==> src/rtl/csq_pkg.sv <==
package csq_pkg;

    typedef enum logic [1:0] {
        SRC_ZERO   = 2'd0,
        SRC_BYPASS = 2'd1,
        SRC_QUEUE  = 2'd2
    } csq_src_e;

endpackage

==> src/rtl/csq_cpa.sv <==
module csq_cpa #(
    parameter int W = 16
) (
    input  logic [W-1:0] a,
    input  logic [W-1:0] b,
    input  logic         cin,
    output logic [W-1:0] sum,
    output logic         cout
);
    logic [W:0] c;

    assign c[0] = cin;

    for (genvar i = 0; i < W; i++) begin : g_bit
        assign sum[i]   = a[i] ^ b[i] ^ c[i];
        assign c[i+1]   = (a[i] & b[i]) | (c[i] & (a[i] ^ b[i]));
    end

    assign cout = c[W];

endmodule

==> src/rtl/csq_fifo.sv <==
module csq_fifo #(
    parameter int W     = 16,
    parameter int DEPTH = 4
) (
    input  logic         clk,
    input  logic         rst_n,
    input  logic         push,
    input  logic         pop,
    input  logic [W-1:0] wdata,
    output logic [W-1:0] rdata,
    output logic         full,
    output logic         empty
);
    localparam int AW = (DEPTH > 1) ? $clog2(DEPTH) : 1;
    localparam int CW = $clog2(DEPTH + 1);

    typedef struct packed {
        logic [AW-1:0] wp;
        logic [AW-1:0] rp;
        logic [CW-1:0] cnt;
    } fifo_st_t;

    fifo_st_t st_d, st_q;
    logic [W-1:0] mem_q [DEPTH];
    logic push_ok, pop_ok;

    assign full    = (st_q.cnt == CW'(DEPTH));
    assign empty   = (st_q.cnt == '0);
    assign pop_ok  = pop && !empty;
    assign push_ok = push && (!full || pop_ok);
    assign rdata   = mem_q[st_q.rp];

    always_comb begin
        st_d = st_q;
        if (push_ok) begin
            st_d.wp = (st_q.wp == AW'(DEPTH - 1)) ? '0 : st_q.wp + AW'(1);
        end
        if (pop_ok) begin
            st_d.rp = (st_q.rp == AW'(DEPTH - 1)) ? '0 : st_q.rp + AW'(1);
        end
        case ({push_ok, pop_ok})
            2'b10:   st_d.cnt = st_q.cnt + CW'(1);
            2'b01:   st_d.cnt = st_q.cnt - CW'(1);
            default: st_d.cnt = st_q.cnt;
        endcase
    end

    always_ff @(posedge clk or negedge rst_n) begin
        if (!rst_n) st_q <= '0;
        else        st_q <= st_d;
    end

    always_ff @(posedge clk) begin
        if (push_ok) mem_q[st_q.wp] <= wdata;
    end


    flags_excl_chk: assert property (@(posedge clk) disable iff (!rst_n)
        !(full && empty));


    push_fills_chk: assert property (@(posedge clk) disable iff (!rst_n)
        (push && !pop && !full) |=> !empty);


    last_pop_chk: assert property (@(posedge clk) disable iff (!rst_n)
        (pop && !push && st_q.cnt == CW'(1)) |=> empty);

endmodule

==> src/rtl/csq_sel.sv <==
module csq_sel
    import csq_pkg::*;
#(
    parameter int W = 16
) (
    input  logic         clk,
    input  logic         rst_n,
    input  logic         start,
    input  logic         ready,
    input  logic         in_valid,
    input  logic [W-1:0] in_sum,
    input  logic [W-1:0] in_carry,
    input  logic         q_empty,
    input  logic [W-1:0] q_data,
    output csq_src_e     sel,
    output logic         out_valid,
    output logic [W-1:0] out_sum,
    output logic [W-1:0] out_carry,
    output logic         pop,
    output logic         bypass
);
    always_comb begin
        sel       = SRC_ZERO;
        out_valid = 1'b0;
        out_sum   = '0;
        out_carry = '0;
        pop       = 1'b0;
        bypass    = 1'b0;
        if (start) begin
            out_valid = 1'b1;
        end else if (ready) begin
            if (!q_empty) begin
                sel       = SRC_QUEUE;
                out_valid = 1'b1;
                out_sum   = q_data;
                pop       = 1'b1;
            end else if (in_valid) begin
                sel       = SRC_BYPASS;
                out_valid = 1'b1;
                out_sum   = in_sum;
                out_carry = in_carry;
                bypass    = 1'b1;
            end
        end
    end


    queue_nonempty_chk: assert property (@(posedge clk) disable iff (!rst_n)
        (sel == SRC_QUEUE) |-> !q_empty);

endmodule

==> src/rtl/csq_queue.sv <==
module csq_queue
    import csq_pkg::*;
#(
    parameter int W     = 16,
    parameter int DEPTH = 4
) (
    input  logic         clk,
    input  logic         rst_n,
    input  logic         in_valid,
    input  logic         in_first,
    input  logic [W-1:0] in_sum,
    input  logic [W-1:0] in_carry,
    input  logic         cons_start,
    input  logic         cons_ready,
    output logic         out_valid,
    output logic [1:0]   out_src,
    output logic [W-1:0] out_sum,
    output logic [W-1:0] out_carry,
    output logic         nr_valid,
    output logic [W-1:0] nr_word,
    output logic         q_full,
    output logic         q_empty,
    output logic         q_overflow
);
    typedef struct packed {
        logic         cin;
        logic         ovf;
        logic         nr_v;
        logic [W-1:0] nr_w;
    } top_st_t;

    top_st_t st_d, st_q;

    csq_src_e     sel;
    logic         pop, bypass, convert;
    logic [W-1:0] q_data, cpa_sum;
    logic         cpa_cout, cpa_cin;

    assign convert = in_valid && !bypass;
    assign cpa_cin = in_first ? 1'b0 : st_q.cin;

    csq_cpa #(.W(W)) u_cpa (
        .a    (in_sum),
        .b    (in_carry),
        .cin  (cpa_cin),
        .sum  (cpa_sum),
        .cout (cpa_cout)
    );

    csq_fifo #(.W(W), .DEPTH(DEPTH)) u_fifo (
        .clk   (clk),
        .rst_n (rst_n),
        .push  (convert),
        .pop   (pop),
        .wdata (cpa_sum),
        .rdata (q_data),
        .full  (q_full),
        .empty (q_empty)
    );

    csq_sel #(.W(W)) u_sel (
        .clk       (clk),
        .rst_n     (rst_n),
        .start     (cons_start),
        .ready     (cons_ready),
        .in_valid  (in_valid),
        .in_sum    (in_sum),
        .in_carry  (in_carry),
        .q_empty   (q_empty),
        .q_data    (q_data),
        .sel       (sel),
        .out_valid (out_valid),
        .out_sum   (out_sum),
        .out_carry (out_carry),
        .pop       (pop),
        .bypass    (bypass)
    );

    assign out_src = sel;

    always_comb begin
        st_d      = st_q;
        st_d.nr_v = convert;
        if (convert) begin
            st_d.nr_w = cpa_sum;
            st_d.cin  = cpa_cout;
            if (q_full && !pop) st_d.ovf = 1'b1;
        end
    end

    always_ff @(posedge clk or negedge rst_n) begin
        if (!rst_n) st_q <= '0;
        else        st_q <= st_d;
    end

    assign nr_valid   = st_q.nr_v;
    assign nr_word    = st_q.nr_w;
    assign q_overflow = st_q.ovf;


    ovf_sticky_chk: assert property (@(posedge clk) disable iff (!rst_n)
        q_overflow |=> q_overflow);


    ovf_set_chk: assert property (@(posedge clk) disable iff (!rst_n)
        (in_valid && q_full && !cons_ready) |=> q_overflow);


    export_follow_chk: assert property (@(posedge clk) disable iff (!rst_n)
        nr_valid |-> $past(in_valid));


    bypass_no_push_chk: assert property (@(posedge clk) disable iff (!rst_n)
        (out_valid && out_src == 2'd1) |=> q_empty);


    start_no_pop_chk: assert property (@(posedge clk) disable iff (!rst_n)
        (cons_start && !q_empty) |=> !q_empty);


    queue_carry_zero_chk: assert property (@(posedge clk) disable iff (!rst_n)
        (out_src == 2'd2) |-> (out_carry == '0));

endmodule

==> config.mk <==
export PLATFORM = sky130hd
export DESIGN_NAME = csq_queue
export DESIGN_NICKNAME = d
export VERILOG_FILES = /design/src/rtl/csq_pkg.sv /design/src/rtl/csq_cpa.sv /design/src/rtl/csq_fifo.sv /design/src/rtl/csq_sel.sv /design/src/rtl/csq_queue.sv
export SDC_FILE = /design/constraint.sdc
export NUM_CORES = 1
export LEC_CHECK = 0
export CELL_PAD_IN_SITES_DETAIL_PLACEMENT = 1
export CELL_PAD_IN_SITES_GLOBAL_PLACEMENT = 1
export CORE_MARGIN = 8
export CORE_UTILIZATION = 30
export DETAILED_ROUTE_END_ITERATION = 16
export PLACE_DENSITY = 0.6
export SKIP_CTS_REPAIR_TIMING = 1
export SLEW_MARGIN = 20
export SYNTH_ARGS = -nofsm -noshare
export SYNTH_HDL_FRONTEND = slang
export SYNTH_SLANG_ARGS = --single-unit
==> constraint.sdc <==
create_clock -name clk -period 8.1 [get_ports clk]
set_input_delay 1.62 -clock clk [delete_from_list [all_inputs] [get_ports clk]]
set_output_delay 1.62 -clock clk [all_outputs]
set_load 0.01 [all_outputs]
==> results of run 1 <==
-- final cells by class --
class | instances | area (um2) | area share
Clock buffer | 11 | 252.7 | 0.04558
Multi-Input combinational cell | 121 | 1441 | 0.2599
Clock inverter | 5 | 37.54 | 0.006769
Inverter | 19 | 72.57 | 0.01309
Timing Repair Buffer | 95 | 943.4 | 0.1701
Sequential cell | 90 | 2572 | 0.4639
Tap cell | 180 | 225.2 | 0.04061
-- per-stage QoR --
step | utilization | TNS, ps | cells | power (W)
2_1_floorplan | - | 0 | 257 | 0.001050
3_3_place_gp | 0.3757 | -2454 | 505 | 0.001238
3_5_place_dp | 0.3757 | -3754 | 505 | 0.001261
4_1_cts | 0.3965 | -574.6 | 521 | 0.001669
5_1_grt | 0.3980 | -36.18 | 521 | 0.001733
6_report | 0.3980 | 0 | 521 | 0.001639
-- worst paths after layout --
path	startpoint	end	depth (start not counted)
worst max-delay path	in_first	u_fifo.mem_q[3][15]$_DFFE_PP_	21
worst min-delay path	q_overflow$_DFFE_PN0P_	q_overflow$_DFFE_PN0P_	1
max in group asynchronous	rst_n	q_overflow$_DFFE_PN0P_	2
min in group asynchronous	rst_n	nr_word[6]$_DFFE_PN0P_	2
worst max register to register	st_q[18]$_DFFE_PN0P_	u_fifo.mem_q[3][15]$_DFFE_PP_	20
worst min register to register	q_overflow$_DFFE_PN0P_	q_overflow$_DFFE_PN0P_	1
-- power by group --
part	switching, W	internal [W]	total, W
clock	0.000175	0.000226	0.000401
combinational	0.000241	0.000289	0.000530
sequential	0.0000741	0.000634	0.000708
total	0.000490	0.00115	0.00164
-- cell usage after synthesis (2+ instances only) --
cell type | count | area share
a22o_1 | 16 | 0.033
and2_1 | 20 | 0.029
and3_1 | 2 | 0.0029
buf_2 | 3 | 0.0035
buf_4 | 17 | 0.030
buf_6 | 5 | 0.013
dfrtp_1 | 26 | 0.15
edfxtp_1 | 64 | 0.45
fa_1 | 17 | 0.079
ha_1 | 6 | 0.018
inv_1 | 18 | 0.016
mux2_2 | 17 | 0.045
mux4_2 | 16 | 0.084
nand2_1 | 4 | 0.0035
nand2b_1 | 3 | 0.0044
nor2_1 | 4 | 0.0035
o21ai_0 | 5 | 0.0058
xnor2_1 | 2 | 0.0041
xor2_1 | 2 | 0.0041
-- critical path, cell delays in order --
cell             delay (ps)
clkdlybuf4s50_1         450
nand2b_1                140
fa_2                    230
fa_1                    170
inv_1                    60
fa_1                    390
fa_2                    360
fa_2                    350
fa_2                    350
fa_2                    350
fa_2                    340
fa_2                    340
fa_1                    380
fa_1                    390
fa_1                    400
fa_2                    350
fa_1                    390
fa_1                    370
inv_1                    90
fa_1                    450
inv_2                    90
-- sequential cells by signal (all words and copies together) (netlist names) --
name,cells
u_fifo.mem_q,64
nr_word,16
u_fifo.st_q,7
nr_valid,1
q_overflow,1
st_q,1
-- kinds of logic after synthesis --
group	share of synthesized area
AND/OR/NAND/NOR	0.04907
flip-flops	0.6005
buffers and inverters	0.06775
XOR/XNOR	0.008179
AO/OA/AOI/OAI	0.04644
adder cells (fa/ha/maj)	0.09696
multiplexers	0.1311
-- layer usage --
metal  share of wire  global-route usage  wire length (um)
met5               0                   0                 0
met4          0.0093             0.03701                99
met3           0.047             0.03079               499
met2            0.51              0.2058              5439
met1            0.43              0.1414              4572
==> results.py, run 1 <==
metrics = {
    "synthesis": {
        "synth_area_um2": 4284,
        "async_flop_share": 0.2889,
        "ys_warn_count": 0,
        "syn_inst": 257,
        "synth_cell_type_count": 29,
        "ys_ff_latch": 90,
        "syn-num-nets": 318,
        "yosysSeqAreaShare": 0.6005,
        "synth-edff-count": 64,
        "synth-main-ff-cell": "edfxtp_1",
        "syn_area_per_cell_um2": 16.67,
    },
    "floorplanning": {
        "die-area_um2": 18360,
        "start_util": 0.3074,
        "fp.dieW_um": 135.5,
        "ioPinCount": 93,
        "die_y_um": 135.5,
        "core_um2": 13930,
        "row_count": 43,
    },
    "setup_path": {
        "r2r_slack_ps": 1600,
        "cp.required_ps": 8300,
        "critPathKind": "in -> reg",
        "timing.critical_path.arrival_ps": 8060,
        "cp_max_fo": 4,
        "timing.critical_path.to_type": "flip-flop",
        "critPathLaunchType": "input port",
    },
    "power": {
        "peakVddDrop_mv": 0.1379,
        "power_density_nw_per_um2": 295.5,
        "power.leakage_nw": 2.014,
    },
    "layout": {
        "fillers": 1376,
        "synthToLayoutAreaGrowth_pct": 29.44,
        "num_antenna_cells": 0,
        "layout.nets": 397,
        "layout_common_cells": "clkdlybuf4s50_1 (92), edfxtp_1 (64), dfrtp_1 (26)",
        "final_common_cell": "clkdlybuf4s50_1",
        "finish.instance_area_um2": 5545,
        "layout-drive-gt1-share": 0.1906,
    },
    "sta": {
        "period_minus_slack_ps": 7852,
        "finalCritPeriodShare": 0.9694,
        "setup-violations-final": 0,
        "slew_headroom": 0.2952,
        "worst_pin_slew_ps": 1056,
        "fin_ws_ps": 247.7,
        "hold_viol_final": 0,
        "drv_slew": 0,
        "max_freq_mhz": 127.4,
        "fin_skew_ps": 5.397,
        "hold_slack_ps": 466.7,
    },
    "clocking": {
        "h-tree-depth": 3,
        "cts_tree": "yes",
        "cts-root-buf": "clkbuf_16",
        "clockBufferDepth": 2,
        "cts_buffers": 9,
        "clkLatencyLatePin_ps": 340,
        "numClockSinks": 90,
        "path_clk_slew_ps": 60,
    },
    "grt": {
        "track_usage": 0.1189,
        "grt_pass1_wl_um": 16270,
        "grt_max_degree": 32,
        "grt_pass1_vias": 2756,
        "grt_antenna_before_repair": 0,
        "gr-total-overflow": 0,
    },
    "place": {
        "placed_area_um2": 5235,
        "place_ws_ps": -506.3,
        "gp_congestion": 0.6860,
        "dp_hpwl_um": 7602,
        "io_buffers": 92,
    },
    "routing": {
        "num_vias": 2349,
        "wl_per_cell_um": 20.36,
        "totalWireLength_um": 10610,
        "drc": 0,
        "drt_iter0_drc": 121,
        "drt_first_pass_iters": 5,
        "antenna_left": 0,
        "viasPerCell": 4.509,
    },
    "worst_hold_path": {
        "hp-class": "reg -> reg",
    },
    "flow_run": {
        "max_cap_viol_count": 0,
    },
    "run_status": {
        "status": "complete, no violations",
    },
}
No activity file was read; power rests on OpenSTA's default activity.
==> inputs of run 2 (changes only) <==
--- a/config.mk
+++ b/config.mk
@@ -10,6 +10,7 @@
 export CORE_MARGIN = 8
 export CORE_UTILIZATION = 30
 export DETAILED_ROUTE_END_ITERATION = 16
+export HOLD_SLACK_MARGIN = 0.15
 export PLACE_DENSITY = 0.6
 export SKIP_CTS_REPAIR_TIMING = 1
 export SLEW_MARGIN = 20
==> results of run 2 <==
Final layout, timing and power as in run 1 (identical DEF).
==> inputs of run 3 (changes only) <==
--- a/config.mk
+++ b/config.mk
@@ -11,7 +11,7 @@
 export CORE_UTILIZATION = 30
 export DETAILED_ROUTE_END_ITERATION = 16
 export HOLD_SLACK_MARGIN = 0.15
-export PLACE_DENSITY = 0.6
+export PLACE_DENSITY = 0.72
 export SKIP_CTS_REPAIR_TIMING = 1
 export SLEW_MARGIN = 20
 export SYNTH_ARGS = -nofsm -noshare
==> results.py, run 3 (same netlist as run 1, synthesis figures left out) <==
metrics = {
    "power": {
        "p_int_w": 0.001200,
        "power.leakage_nw": 2.031,
        "clockPowerShare": 0.263,
        "swShare": 0.2847,
        "total_power_w": 0.001678,
        "pwr-share-seq": 0.425,
        "power.switching_w": 0.0004776,
        "power_density_nw_per_um2": 300.7,
        "combPwrFrac": 0.311,
        "peakVddDrop_mv": 0.1292,
    },
    "grt": {
        "grt_max_degree": 34,
        "grt_pass1_vias": 2681,
        "grt_antenna_before_repair": 0,
        "busiest_layer": "met2",
        "use_met3": 0.02671,
        "gr-usage-met2": 0.1937,
        "grt_pass1_wl_um": 15660,
        "globalRouteMet1Util": 0.1358,
        "track_usage": 0.1126,
        "gr-total-overflow": 0,
    },
    "clocking": {
        "clkLatencyLatePin_ps": 330,
        "h-tree-depth": 3,
        "path_clk_slew_ps": 60,
        "cts-root-buf": "clkbuf_16",
        "clockBufferDepth": 2,
        "cts_buffers": 9,
        "numClockSinks": 90,
        "cts_tree": "yes",
    },
    "sta": {
        "fin_tns_setup_ps": 0,
        "hold_slack_ps": 478.7,
        "hold_viol_final": 0,
        "rsz0062_at_grt": "false",
        "max_freq_mhz": 127.2,
        "period_minus_slack_ps": 7860,
        "worst_pin_slew_ps": 939.1,
        "finalCritPeriodShare": 0.9704,
        "setup-violations-final": 0,
        "slew_headroom": 0.3739,
        "fin_skew_ps": 3.805,
        "drv_slew": 0,
    },
    "worst_hold_path": {
        "worstHoldStart": "q_overflow$_DFFE_PN0P_",
        "worstHoldEndpoint": "q_overflow$_DFFE_PN0P_",
        "hp-class": "reg -> reg",
        "hold_depth": 1,
    },
    "routing": {
        "drt_first_pass_iters": 4,
        "drc": 0,
        "antenna_left": 0,
        "num_vias": 2370,
        "totalWireLength_um": 9982,
        "viasPerCell": 4.549,
        "wl_per_cell_um": 19.16,
        "drt_iter0_drc": 90,
    },
    "layout": {
        "layout.nets": 397,
        "final_common_cell": "clkdlybuf4s50_1",
        "layout_common_cells": "clkdlybuf4s50_1 (92), edfxtp_1 (64), dfrtp_1 (26)",
        "synthToLayoutAreaGrowth_pct": 30.26,
        "instances_no_fill": 521,
        "layout-drive-gt1-share": 0.1906,
        "top_register": "u_fifo.mem_q",
        "largest_register_ffs": 64,
        "finish.instance_area_um2": 5580,
        "num_antenna_cells": 0,
    },
    "setup_path": {
        "cp_max_fo": 2,
        "reg2reg_to": "nr_word[15]$_DFFE_PN0P_",
        "reg2reg_from": "st_q[18]$_DFFE_PN0P_",
        "r2r_slack_ps": 1570,
        "reg2reg_depth": 20,
        "critPathMaxStageDelay_ps": 440,
        "cp.required_ps": 8350,
        "critPathLaunchType": "input port",
        "critPathKind": "in -> reg",
        "timing.critical_path.to_type": "flip-flop",
        "timing.critical_path.arrival_ps": 8110,
        "worstPathCellList": "clkdlybuf4s50_1 > nand2b_1 > fa_2 > fa_1 > inv_1 > fa_1 > fa_2 > fa_2 > fa_2 > fa_1 > fa_2 > fa_2 > fa_2 > fa_1 > fa_2 > fa_1 > fa_1 > fa_1 > inv_1 > fa_1 > o21ai_1",
        "crit_slowest_cell": "clkdlybuf4s50_1",
        "cp_top_family": "adder cells",
        "critPathBufInv": 3,
    },
    "floorplanning": {
        "fp.dieW_um": 135.5,
        "core_um2": 13930,
        "die-area_um2": 18360,
        "start_util": 0.3074,
        "row_count": 43,
        "die_y_um": 135.5,
        "ioPinCount": 93,
    },
    "place": {
        "io_buffers": 92,
        "gp_congestion": 0.6930,
        "placed_area_um2": 5235,
        "dpl.cell_count": 505,
        "dp_hpwl_um": 7125,
    },
    "run_status": {
        "status": "complete, no violations",
    },
    "flow_run": {
        "max_cap_viol_count": 0,
    },
}
==> run 3: changes by cell type in the layout (fill, tap and decap cells not counted) <==
cell and delta:
clkinv_2 +2, clkbuf_1 +1, bufinv_16 +2, clkinv_1 -1, nor2_2 -1, inv_6 -1
nor2_4 +1, clkinv_4 -2, clkbuf_8 -1
==> run 3: metal layers <==
layer  part of all wire  up-vias  routed length, um
li1                   -     1073                  -
met1               0.43     1234               4308
met2               0.51       54               5140
met3              0.044        9                440
met4             0.0092        0                 92
met5                  0        -                  0
==> run 3: layout make-up <==
class | instances | area, um2
fillers | 1369 | 8354
flip-flops and latches | 90 | 2572
multi-input cells | 121 | 1446
repair buffers | 95 | 943.4
clock buffers | 11 | 242.7
well taps | 180 | 225.2
clock inverters | 5 | 77.57
inverters | 19 | 72.57
==> run 3: worst max path at each step <==
stage,startpoint,endpoint,slack (ps),cells past startpoint
floorplan,in_first,u_fifo.mem_q[0][15]$_DFFE_PP_,420,20
global placement,in_first,u_fifo.mem_q[0][15]$_DFFE_PP_,-400,21
detailed placement,in_first,nr_word[15]$_DFFE_PN0P_,-440,21
CTS,in_first,u_fifo.mem_q[1][15]$_DFFE_PP_,-140,21
global route,in_first,nr_word[15]$_DFFE_PN0P_,7,21
finish,in_first,nr_word[15]$_DFFE_PN0P_,240,21
==> run 3: metrics by stage <==
step | util | setup WS [ps]
after floorplan | - | 416.3
final | 0.4005 | 239.7
after CTS | 0.3987 | -135.6
after global placement | 0.3757 | -404.1
after detailed placement | 0.3757 | -443.0
after global routing | 0.4005 | 6.963
==> run 3: power by group through the flow <==
stage | Clock, W | Sequential, W | Combinational [W]
floorplan | 0 | 0.000674 | 0.000376
global placement | 0 | 0.000714 | 0.000517
detailed placement | 0 | 0.000726 | 0.000529
CTS | 0.000452 | 0.000717 | 0.000534
global route | 0.000470 | 0.000731 | 0.000572
finish | 0.000442 | 0.000714 | 0.000522
